--- config.mk ---
export PLATFORM = sky130hd
export DESIGN_NAME = async_serial_xcvr
export DESIGN_NICKNAME = d
export VERILOG_FILES = /design/src/rtl/aser_pkg.sv /design/src/rtl/aser_mode_reg.sv /design/src/rtl/aser_tx.sv /design/src/rtl/aser_rx.sv /design/src/rtl/async_serial_xcvr.sv
export SDC_FILE = /design/constraint.sdc
export NUM_CORES = 1
export LEC_CHECK = 0
export ABC_AREA = 1
export BUFFER_PORTS_ARGS = -buffer_cell sky130_fd_sc_hd__buf_4
export CAP_MARGIN = 10
export CORE_UTILIZATION = 55
export DETAILED_ROUTE_END_ITERATION = 10
export PLACE_DENSITY = 0.75
export SLEW_MARGIN = 30
export SYNTH_ARGS = -nofsm -noshare
export SYNTH_HDL_FRONTEND = slang
export SYNTH_HIERARCHICAL = 1
export SYNTH_SLANG_ARGS = --single-unit
--- constraint.sdc ---
create_clock -name clk -period 1.65 [get_ports clk]
set_input_delay 0 -clock clk [delete_from_list [all_inputs] [get_ports clk]]
set_output_delay 0 -clock clk [all_outputs]
set_load 0.02 [all_outputs]
--- src/rtl/aser_pkg.sv ---
package aser_pkg;

    localparam int MODE_W = 8;
    localparam int CHAR_W = 8;

    // Frame shape snapshot, one flop per mode field in use
    typedef struct packed {
        logic char7;
        logic par_en;
        logic par_odd;
        logic stop2;
        logic mp;
    } frame_cfg_t;

    typedef enum logic [2:0] {
        TX_IDLE,
        TX_START,
        TX_DATA,
        TX_EXTRA,
        TX_STOP1,
        TX_STOP2
    } tx_st_t;

    typedef enum logic [2:0] {
        RX_IDLE,
        RX_START,
        RX_DATA,
        RX_EXTRA,
        RX_STOP,
        RX_HOLD
    } rx_st_t;

    function automatic frame_cfg_t decode_mode(input logic [MODE_W-1:0] m);
        frame_cfg_t c;
        c.char7   = m[6];
        c.par_en  = m[5];
        c.par_odd = m[4];
        c.stop2   = m[3];
        c.mp      = m[2];
        return c;
    endfunction

    // Parity bit for the bits actually carried by the frame
    function automatic logic par_of(input logic [CHAR_W-1:0] d, input logic char7,
                                    input logic odd);
        logic [CHAR_W-1:0] m;
        m = char7 ? {1'b0, d[CHAR_W-2:0]} : d;
        return (^m) ^ odd;
    endfunction

endpackage

--- src/rtl/aser_mode_reg.sv ---
module aser_mode_reg
    import aser_pkg::*;
(
    input  logic              clk,
    input  logic              rst_n,
    input  logic              we,
    input  logic [MODE_W-1:0] wdata,
    output frame_cfg_t        cfg
);

    typedef struct packed {
        frame_cfg_t cfg;
    } mode_regs_t;

    mode_regs_t q, d;

    // Bits outside the five fields carry no function
    logic unused_mode_bits;
    assign unused_mode_bits = ^{wdata[7], wdata[1:0]};

    always_comb begin
        d = q;
        if (we) begin
            d.cfg = decode_mode(wdata);
        end
    end

    always_ff @(posedge clk or negedge rst_n) begin
        if (!rst_n) begin
            q <= '0;
        end else begin
            q <= d;
        end
    end

    assign cfg = q.cfg;

endmodule

--- src/rtl/aser_tx.sv ---
module aser_tx
    import aser_pkg::*;
#(
    parameter int OSR = 16
) (
    input  logic              clk,
    input  logic              rst_n,
    input  logic              tick,
    input  frame_cfg_t        cfg_in,
    input  logic              load,
    input  logic [CHAR_W-1:0] data,
    input  logic              mpb_in,
    output logic              ready,
    output logic              txd
);

    localparam int CNT_W = $clog2(OSR);
    localparam logic [CNT_W-1:0] LAST_TICK = CNT_W'(OSR - 1);

    typedef struct packed {
        tx_st_t            st;
        logic [CNT_W-1:0]  cnt;
        logic [2:0]        bitn;
        logic [CHAR_W-1:0] shreg;
        logic              extra;
        frame_cfg_t        cfg;
    } tx_regs_t;

    tx_regs_t q, d;
    logic [2:0] last_bit;

    assign last_bit = q.cfg.char7 ? 3'd6 : 3'd7;

    always_comb begin
        d = q;
        if (q.st == TX_IDLE) begin
            if (load) begin
                d.st    = TX_START;
                d.cnt   = '0;
                d.bitn  = '0;
                d.shreg = data;
                d.cfg   = cfg_in;
                d.extra = cfg_in.mp ? mpb_in : par_of(data, cfg_in.char7, cfg_in.par_odd);
            end
        end else if (tick) begin
            if (q.cnt != LAST_TICK) begin
                d.cnt = q.cnt + 1'b1;
            end else begin
                d.cnt = '0;
                unique case (q.st)
                    TX_START: d.st = TX_DATA;
                    TX_DATA: begin
                        d.shreg = q.shreg >> 1;
                        if (q.bitn == last_bit) begin
                            d.st = (q.cfg.mp || q.cfg.par_en) ? TX_EXTRA : TX_STOP1;
                        end else begin
                            d.bitn = q.bitn + 1'b1;
                        end
                    end
                    TX_EXTRA: d.st = TX_STOP1;
                    TX_STOP1: d.st = q.cfg.stop2 ? TX_STOP2 : TX_IDLE;
                    TX_STOP2: d.st = TX_IDLE;
                    default:  d.st = TX_IDLE;
                endcase
            end
        end
    end

    always_ff @(posedge clk or negedge rst_n) begin
        if (!rst_n) begin
            q <= '{st: TX_IDLE, default: '0};
        end else begin
            q <= d;
        end
    end

    always_comb begin
        unique case (q.st)
            TX_START: txd = 1'b0;
            TX_DATA:  txd = q.shreg[0];
            TX_EXTRA: txd = q.extra;
            default:  txd = 1'b1;
        endcase
    end

    assign ready = (q.st == TX_IDLE);

endmodule

--- src/rtl/aser_rx.sv ---
module aser_rx
    import aser_pkg::*;
#(
    parameter int OSR         = 16,
    parameter int SYNC_STAGES = 2
) (
    input  logic              clk,
    input  logic              rst_n,
    input  logic              tick,
    input  frame_cfg_t        cfg_in,
    input  logic              rxd,
    output logic              valid,
    output logic [CHAR_W-1:0] data,
    output logic              mpb,
    output logic              perr,
    output logic              ferr,
    output frame_cfg_t        cfg_out
);

    localparam int CNT_W = $clog2(OSR);
    localparam logic [CNT_W-1:0] LAST_TICK = CNT_W'(OSR - 1);
    localparam logic [CNT_W-1:0] MID_TICK  = CNT_W'(OSR / 2 - 1);

    // Input synchroniser, reset to the idle level
    logic [SYNC_STAGES-1:0] sync_q;
    logic                   rx_s;

    generate
        if (SYNC_STAGES == 1) begin : g_one
            always_ff @(posedge clk or negedge rst_n) begin
                if (!rst_n) sync_q <= '1;
                else        sync_q <= rxd;
            end
        end else begin : g_chain
            always_ff @(posedge clk or negedge rst_n) begin
                if (!rst_n) sync_q <= '1;
                else        sync_q <= {sync_q[SYNC_STAGES-2:0], rxd};
            end
        end
    endgenerate

    assign rx_s = sync_q[SYNC_STAGES-1];

    typedef struct packed {
        rx_st_t            st;
        logic [CNT_W-1:0]  cnt;
        logic [2:0]        bitn;
        logic [CHAR_W-1:0] shreg;
        logic              extra;
        frame_cfg_t        cfg;
        logic              valid;
        logic [CHAR_W-1:0] data;
        logic              mpb;
        logic              perr;
        logic              ferr;
    } rx_regs_t;

    rx_regs_t q, d;
    logic [2:0]        last_bit;
    logic [CHAR_W-1:0] word;

    assign last_bit = q.cfg.char7 ? 3'd6 : 3'd7;
    assign word     = q.cfg.char7 ? {1'b0, q.shreg[CHAR_W-1:1]} : q.shreg;

    always_comb begin
        d       = q;
        d.valid = 1'b0;
        unique case (q.st)
            RX_IDLE: begin
                if (tick && !rx_s) begin
                    d.st   = RX_START;
                    d.cnt  = '0;
                    d.bitn = '0;
                    d.cfg  = cfg_in;
                end
            end
            RX_START: begin
                if (tick) begin
                    if (q.cnt != MID_TICK) begin
                        d.cnt = q.cnt + 1'b1;
                    end else begin
                        d.cnt = '0;
                        d.st  = rx_s ? RX_IDLE : RX_DATA;
                    end
                end
            end
            RX_DATA: begin
                if (tick) begin
                    if (q.cnt != LAST_TICK) begin
                        d.cnt = q.cnt + 1'b1;
                    end else begin
                        d.cnt   = '0;
                        d.shreg = {rx_s, q.shreg[CHAR_W-1:1]};
                        if (q.bitn == last_bit) begin
                            d.st = (q.cfg.mp || q.cfg.par_en) ? RX_EXTRA : RX_STOP;
                        end else begin
                            d.bitn = q.bitn + 1'b1;
                        end
                    end
                end
            end
            RX_EXTRA: begin
                if (tick) begin
                    if (q.cnt != LAST_TICK) begin
                        d.cnt = q.cnt + 1'b1;
                    end else begin
                        d.cnt   = '0;
                        d.extra = rx_s;
                        d.st    = RX_STOP;
                    end
                end
            end
            RX_STOP: begin
                if (tick) begin
                    if (q.cnt != LAST_TICK) begin
                        d.cnt = q.cnt + 1'b1;
                    end else begin
                        d.cnt   = '0;
                        d.valid = 1'b1;
                        d.data  = word;
                        d.mpb   = q.cfg.mp & q.extra;
                        d.perr  = q.cfg.par_en && !q.cfg.mp &&
                                  (par_of(word, q.cfg.char7, q.cfg.par_odd) != q.extra);
                        d.ferr  = !rx_s;
                        d.st    = rx_s ? RX_IDLE : RX_HOLD;
                    end
                end
            end
            RX_HOLD: begin
                if (rx_s) d.st = RX_IDLE;
            end
            default: d.st = RX_IDLE;
        endcase
    end

    always_ff @(posedge clk or negedge rst_n) begin
        if (!rst_n) begin
            q <= '{st: RX_IDLE, default: '0};
        end else begin
            q <= d;
        end
    end

    assign valid   = q.valid;
    assign data    = q.data;
    assign mpb     = q.mpb;
    assign perr    = q.perr;
    assign ferr    = q.ferr;
    assign cfg_out = q.cfg;

endmodule

--- src/rtl/async_serial_xcvr.sv ---
module async_serial_xcvr
    import aser_pkg::*;
#(
    parameter int OSR         = 16,
    parameter int SYNC_STAGES = 2
) (
    input  logic       clk,
    input  logic       rst_n,
    input  logic       tick,
    input  logic       mode_we,
    input  logic [7:0] mode_wdata,
    input  logic       tx_load,
    input  logic [7:0] tx_data,
    input  logic       tx_mpb,
    output logic       tx_ready,
    output logic       txd,
    input  logic       rxd,
    output logic       rx_valid,
    output logic [7:0] rx_data,
    output logic       rx_mpb,
    output logic       rx_perr,
    output logic       rx_ferr
);

    frame_cfg_t mode_cfg;
    frame_cfg_t rx_cfg;

    aser_mode_reg u_mode (
        .clk   (clk),
        .rst_n (rst_n),
        .we    (mode_we),
        .wdata (mode_wdata),
        .cfg   (mode_cfg)
    );

    aser_tx #(.OSR(OSR)) u_tx (
        .clk    (clk),
        .rst_n  (rst_n),
        .tick   (tick),
        .cfg_in (mode_cfg),
        .load   (tx_load),
        .data   (tx_data),
        .mpb_in (tx_mpb),
        .ready  (tx_ready),
        .txd    (txd)
    );

    aser_rx #(.OSR(OSR), .SYNC_STAGES(SYNC_STAGES)) u_rx (
        .clk     (clk),
        .rst_n   (rst_n),
        .tick    (tick),
        .cfg_in  (mode_cfg),
        .rxd     (rxd),
        .valid   (rx_valid),
        .data    (rx_data),
        .mpb     (rx_mpb),
        .perr    (rx_perr),
        .ferr    (rx_ferr),
        .cfg_out (rx_cfg)
    );

endmodule

==> results.toml, run 1 <==
[sta]
fin_tns_setup_ns = 0
hold_violations = 1
setup_violations = 0
setup_ws_ns = 0.0876
finalCritPeriodShare_pct = 94.7
worst_hold_slack_ns = -0.0327
max_freq_mhz = 640
slew_headroom_pct = 71.8
tightest_slew_ns = 0.423
drv_slew = 0
period_minus_slack_ns = 1.56
finalClockSkew_ns = 0.00892

[pwr]
p_int_uw = 3620
p_sw_uw = 2600
p_seq_share_pct = 36.4
peakVddDrop_mv = 1.08
p_per_area_nw_per_um2 = 1410
pwr-share-clk_pct = 19.1
swShare_pct = 41.8
p_leak_uw = 0.00230
combPwrFrac_pct = 44.5

[setup_path]
cp-end-kind = "flop"
cp_cell_sequence = "nor3_4, inv_2, nor2_4, nand2_4, buf_4, nand2_1, o21ai_1"
cp.required_ns = 1.86
reg2reg_slack_ns = 0.09
slowest_delay_ns = 0.46
startpoint_type = "flop"
worst_path_max_delay_cell = "dfrtp_2"
criticalPathCategory = "reg2reg"
cp_max_fo = 16
arrival_ns = 1.78

[floorplan]
rows = 29
die_w_um = 83.7
die-area_um2 = 7010
ios = 37
initial_core_util_pct = 57.5
die_h_um = 83.7
fp.coreArea_um2 = 6390

[finish]
syn_to_final_growth_pct = 20.2
fillers = 520
finalNetCount = 572
drive_above_1_share_pct = 21.5
antenna_cells = 0

[clock_tree]
clockBufferDepth = 2
clk_latency_ns = 0.34
numClockSinks = 65
cts_tree = "done"
cts_max_level = 3
cts-root-buf = "clkbuf_8"
clk_pin_slew_ns = 0.07
cts_buffers = 9

[detailed_routing]
vias = 3257
drt_iter0_drc = 191
ant_nets = 0
wl_per_cell_um = 12.3
drc_errors = 0
via_per_inst = 5.19
firstDrtPassIters = 4
drt_wl_total_um = 7700

[placement]
hpwl_um = 5320
gp_congestion = 0.814
port_buffers = 33
dp_slack_ns = 0.0818

[logic_synthesis]
synthCells = 483
syn_nets = 510
avgSynthCellArea_um2 = 7.60
synth_warnings = 6
syn_area_um2 = 3670

[outcome]
violations = "negative hold slack"
outcome = "complete, but fails checks"

[run]
cap_violations = 0

[global_route]
grt_usage_pct = 23.7
grt_max_degree = 36
overflow = 0
grt_pass1_wl_um = 13500
grt_antenna_before_repair = 0
grt_pass1_vias = 3159

[hold_path]
hold_path.class = "in2reg"
-- metal layers --
layer	track usage [%]	up-vias	share of wire, %
li1	-	1653	-
met1	30.6	1519	45
met2	38.9	73	49
met5	0	-	0
met3	4.25	12	4.2
met4	11.2	0	1.5
-- worst max-delay path: cells and delay by family, from the launching register on --
| family | cells | cell delay, ns |
|---|---|---|
| and+or+nand+nor | 4 | 0.62 |
| DFF | 1 | 0.46 |
| buffers and inverters | 2 | 0.28 |
| AOI/OAI and AO/OA | 1 | 0.08 |
-- registers in the layout, indices dropped and copies added, names as in the netlist --
register      flops
u_mode/cfg        5
u_rx/cfg_out      4
u_rx/data         8
u_rx/ferr         1
u_rx/mpb          1
u_rx/perr         1
u_rx/q           19
u_rx/sync_q       2
u_rx/valid        1
u_tx/q           23
-- power groups by stage --
stage	Clock, µW	Combinational, µW	Sequential (µW)
3_3_place_gp	0	2430	2250
5_1_grt	1290	3120	2310
4_1_cts	1220	2570	2240
6_report	1190	2760	2260
3_5_place_dp	0	2520	2270
2_1_floorplan	0	1960	2200
-- cell type report --
class                      instances  area, µm²  share of cell area (%)
clock buffer                      12        145                    3.29
clock inverter                     4       28.8                   0.652
inverter                          61        240                    5.44
multi-input combinational        340       1710                    38.8
sequential                        65       1630                    37.0
tap                               77       96.3                    2.18
timing repair buffer              67        553                    12.5
timing repair inverter             1       7.51                   0.170
-- cells in the final DEF (no fill, tap or decap), types with 2 or more instances in the layout --
cell / instances
nor2_4: 4
dfstp_2: 2
nand3_1: 39
clkbuf_1: 2
clkbuf_8: 10
o31ai_1: 5
nor3_1: 3
xor2_1: 3
xnor2_1: 4
o21ai_2: 5
dfrtp_1: 60
nor2_2: 4
a31oi_1: 3
o22ai_1: 6
a21oi_1: 5
inv_2: 9
nand4_1: 2
dfrtp_2: 3
clkinvlp_4: 4
dlygate4sd3_1: 15
nor2_1: 14
nand2_1: 171
ha_1: 3
nand2_4: 6
nand2_2: 9
inv_1: 49
clkinv_4: 2
mux2_1: 2
o21ai_1: 21
buf_4: 51
o21ai_0: 23
-- stage by stage --
| stage | hold slack [ns] | instance area (µm²) | power, µW | utilization [%] | cells |
|---|---|---|---|---|---|
| finish | -0.0327 | 4420 | 6220 | 69.1 | 627 |
| detailed placement | -0.0328 | 3980 | 4790 | 62.3 | 586 |
| global placement | -0.0356 | 3980 | 4680 | 62.3 | 586 |
| floorplan | -0.296 | 3670 | 4170 | - | 483 |
| CTS | 0.00501 | 4360 | 6030 | 68.2 | 622 |
| global route | 0.0373 | 4420 | 6720 | 69.1 | 627 |
-- path summary, 6_finish.rpt --
path	from	endpoint	cells after the start
min in group asynchronous	rst_n	u_rx/q[34]	2
max in group asynchronous	rst_n	u_rx/sync_q[0]	3
max reg2reg	u_rx/q[33]	u_rx/q[25]	7
min reg2reg	u_rx/sync_q[0]	u_rx/sync_q[1]	0
min	mode_we	u_mode/cfg[4]	4
max	u_rx/q[33]	u_rx/q[25]	7
-- what timing repair did --
action	CTS	global route
resized for setup	0	20
endpoints found under the hold margin	71	0
hold buffers	20	0
endpoints found under the setup margin	0	29
setup buffers	0	9
(Power assumes the default switching activity.)
==> run 2: changes to the inputs <==
--- a/config.mk
+++ b/config.mk
@@ -11,6 +11,7 @@
 export CORE_UTILIZATION = 55
 export DETAILED_ROUTE_END_ITERATION = 10
 export PLACE_DENSITY = 0.75
+export RECOVER_POWER = 25
 export SLEW_MARGIN = 30
 export SYNTH_ARGS = -nofsm -noshare
 export SYNTH_HDL_FRONTEND = slang
==> run 2 against run 1 <==
- the run still ends with negative hold slack left
- sequential share of layout area grew 0.13 points
- highest routed layer unchanged
- design area shrank 0.34%
- register-to-register slack is essentially flat
- cell count is the same
- first-iteration DRC count shrank 2.1%
- via count shrank 0.25%
- critical path depth is the same
==> results.toml, run 2 (synthesis results as in run 1) <==
[outcome]
outcome = "complete, but fails checks"
violations = "negative hold slack"

[clock_tree]
clockBufferDepth = 2
numClockSinks = 65
cts-root-buf = "clkbuf_8"
cts_max_level = 3
cts_buffers = 9
clk_pin_slew_ns = 0.07
cts_tree = "done"
clk_latency_ns = 0.34

[sta]
period_minus_slack_ns = 1.56
slew_headroom_pct = 48.1
drv_slew = 0
tightest_slew_ns = 0.778
hold_violations = 1
finalClockSkew_ns = 0.00861
max_freq_mhz = 641
setup_violations = 0
finalCritPeriodShare_pct = 94.6
worst_hold_slack_ns = -0.0328

[setup_path]
cp.required_ns = 1.87
cp_cell_sequence = "nor3_4, inv_2, nor2_4, nand2_4, buf_4, nand2_1, o21ai_1"
criticalPathCategory = "reg2reg"
crit_family = "simple AND/OR/NAND/NOR gates"
critPathBufInv = 2
cp_max_fo = 16
arrival_ns = 1.78
startpoint_type = "flop"
slowest_delay_ns = 0.46
worst_path_max_delay_cell = "dfrtp_2"
cp-end-kind = "flop"

[global_route]
grt_pass1_wl_um = 13500
grt_usage_pct = 23.7
grt_antenna_before_repair = 0
grt_max_degree = 36
grt_pass1_vias = 3159
overflow = 0

[finish]
layout_commonest_cell = "nand2_1"
drive_above_1_share_pct = 21.5
syn_to_final_growth_pct = 19.8
finalNetCount = 572
largest-register = "u_tx/q"
antenna_cells = 0
final_cell_mix = "nand2_1 (171), dfrtp_1 (60), buf_4 (49), inv_1 (49), nand3_1 (39)"
largest_reg_flops = 23

[floorplan]
initial_core_util_pct = 57.5
ios = 37
die_w_um = 83.7
fp.coreArea_um2 = 6390
rows = 29
die-area_um2 = 7010
die_h_um = 83.7

[placement]
gp_congestion = 0.814
hpwl_um = 5320
port_buffers = 33

[run]
cap_violations = 0

[detailed_routing]
drt_wl_total_um = 7680
drc_errors = 0
ant_nets = 0
highest_layer = "met4"
via_per_inst = 5.18
m1WireLength_um = 3510
met3WireLength_um = 301
wl_per_cell_um = 12.2
drt_iter0_drc = 187
vias = 3249
firstDrtPassIters = 4
routed-wl-met2_um = 3760

[pwr]
p_per_area_nw_per_um2 = 1410
p_leak_uw = 0.00229
peakVddDrop_mv = 1.08
p_total_uw = 6210

[hold_path]
hold_path.class = "in2reg"
[run 2: changes by cell type in the layout (fill, tap and decap cells not counted), sizes merged]
cell	before	now
buf	52	49
clkbuf	12	15
[run 2: worst paths after layout]
kind | start | endpoint | slack, ns | cells after the start
max | u_rx/q[33] | u_rx/q[25] | 0.09 | 7
min reg2reg | u_rx/sync_q[0] | u_rx/sync_q[1] | 0.36 | 0
min | mode_we | u_mode/cfg[4] | -0.03 | 4
min in group asynchronous | rst_n | u_rx/q[34] | 0.27 | 2
max reg2reg | u_rx/q[33] | u_rx/q[25] | 0.09 | 7
max in group asynchronous | rst_n | u_rx/cfg_out[4] | 0.32 | 3
[run 2: metal layers]
metal	vias up	track usage [%]
li1	1656	-
met1	1516	30.6
met2	65	38.9
met3	12	4.25
met4	0	11.2
met5	-	0
[run 2: through the flow]
step | cells | utilization, % | setup slack (ns) | setup TNS (ns) | cell area [µm²]
2_1_floorplan | 483 | - | 0.186 | 0 | 3670
3_3_place_gp | 586 | 62.3 | 0.114 | 0 | 3980
3_5_place_dp | 586 | 62.3 | 0.0818 | 0 | 3980
4_1_cts | 622 | 68.2 | 0.0493 | 0 | 4360
5_1_grt | 627 | 68.9 | -0.00515 | -0.0116 | 4400
6_report | 627 | 68.9 | 0.0897 | 0 | 4400
[run 2: report_power, final]
part           internal, µW  total (µW)  switching [µW]  leakage, µW
Combinational          1070        2760            1680      0.00138
Sequential             1950        2260             313     0.000830
Clock                   587        1190             604    0.0000826
Total                  3610        6210            2600      0.00229
[run 2: what timing repair did]
action | 4_1_cts | 5_1_grt
endpoints found under the setup margin | 0 | 29
hold endpoints to repair | 71 | 0
setup buffers | 0 | 9
hold buffers | 20 | 0
gates resized for setup | 0 | 20
[run 2: worst reg2reg max path, delay by kind of cell, from the launching register on]
| family | cells | cell delay, ns |
|---|---|---|
| simple gates | 4 | 0.62 |
| flops | 1 | 0.46 |
| buf+inv | 2 | 0.28 |
| compound gates | 1 | 0.08 |
[run 2: layout make-up]
cell class	count	area, µm²
Clock inverter	4	28.8
Fill cell	523	1990
Timing Repair Buffer	67	538
Inverter	61	240
Tap cell	77	96.3
Clock buffer	12	145
Multi-Input combinational cell	340	1710
Sequential cell	65	1630
Timing Repair inverter	1	7.51
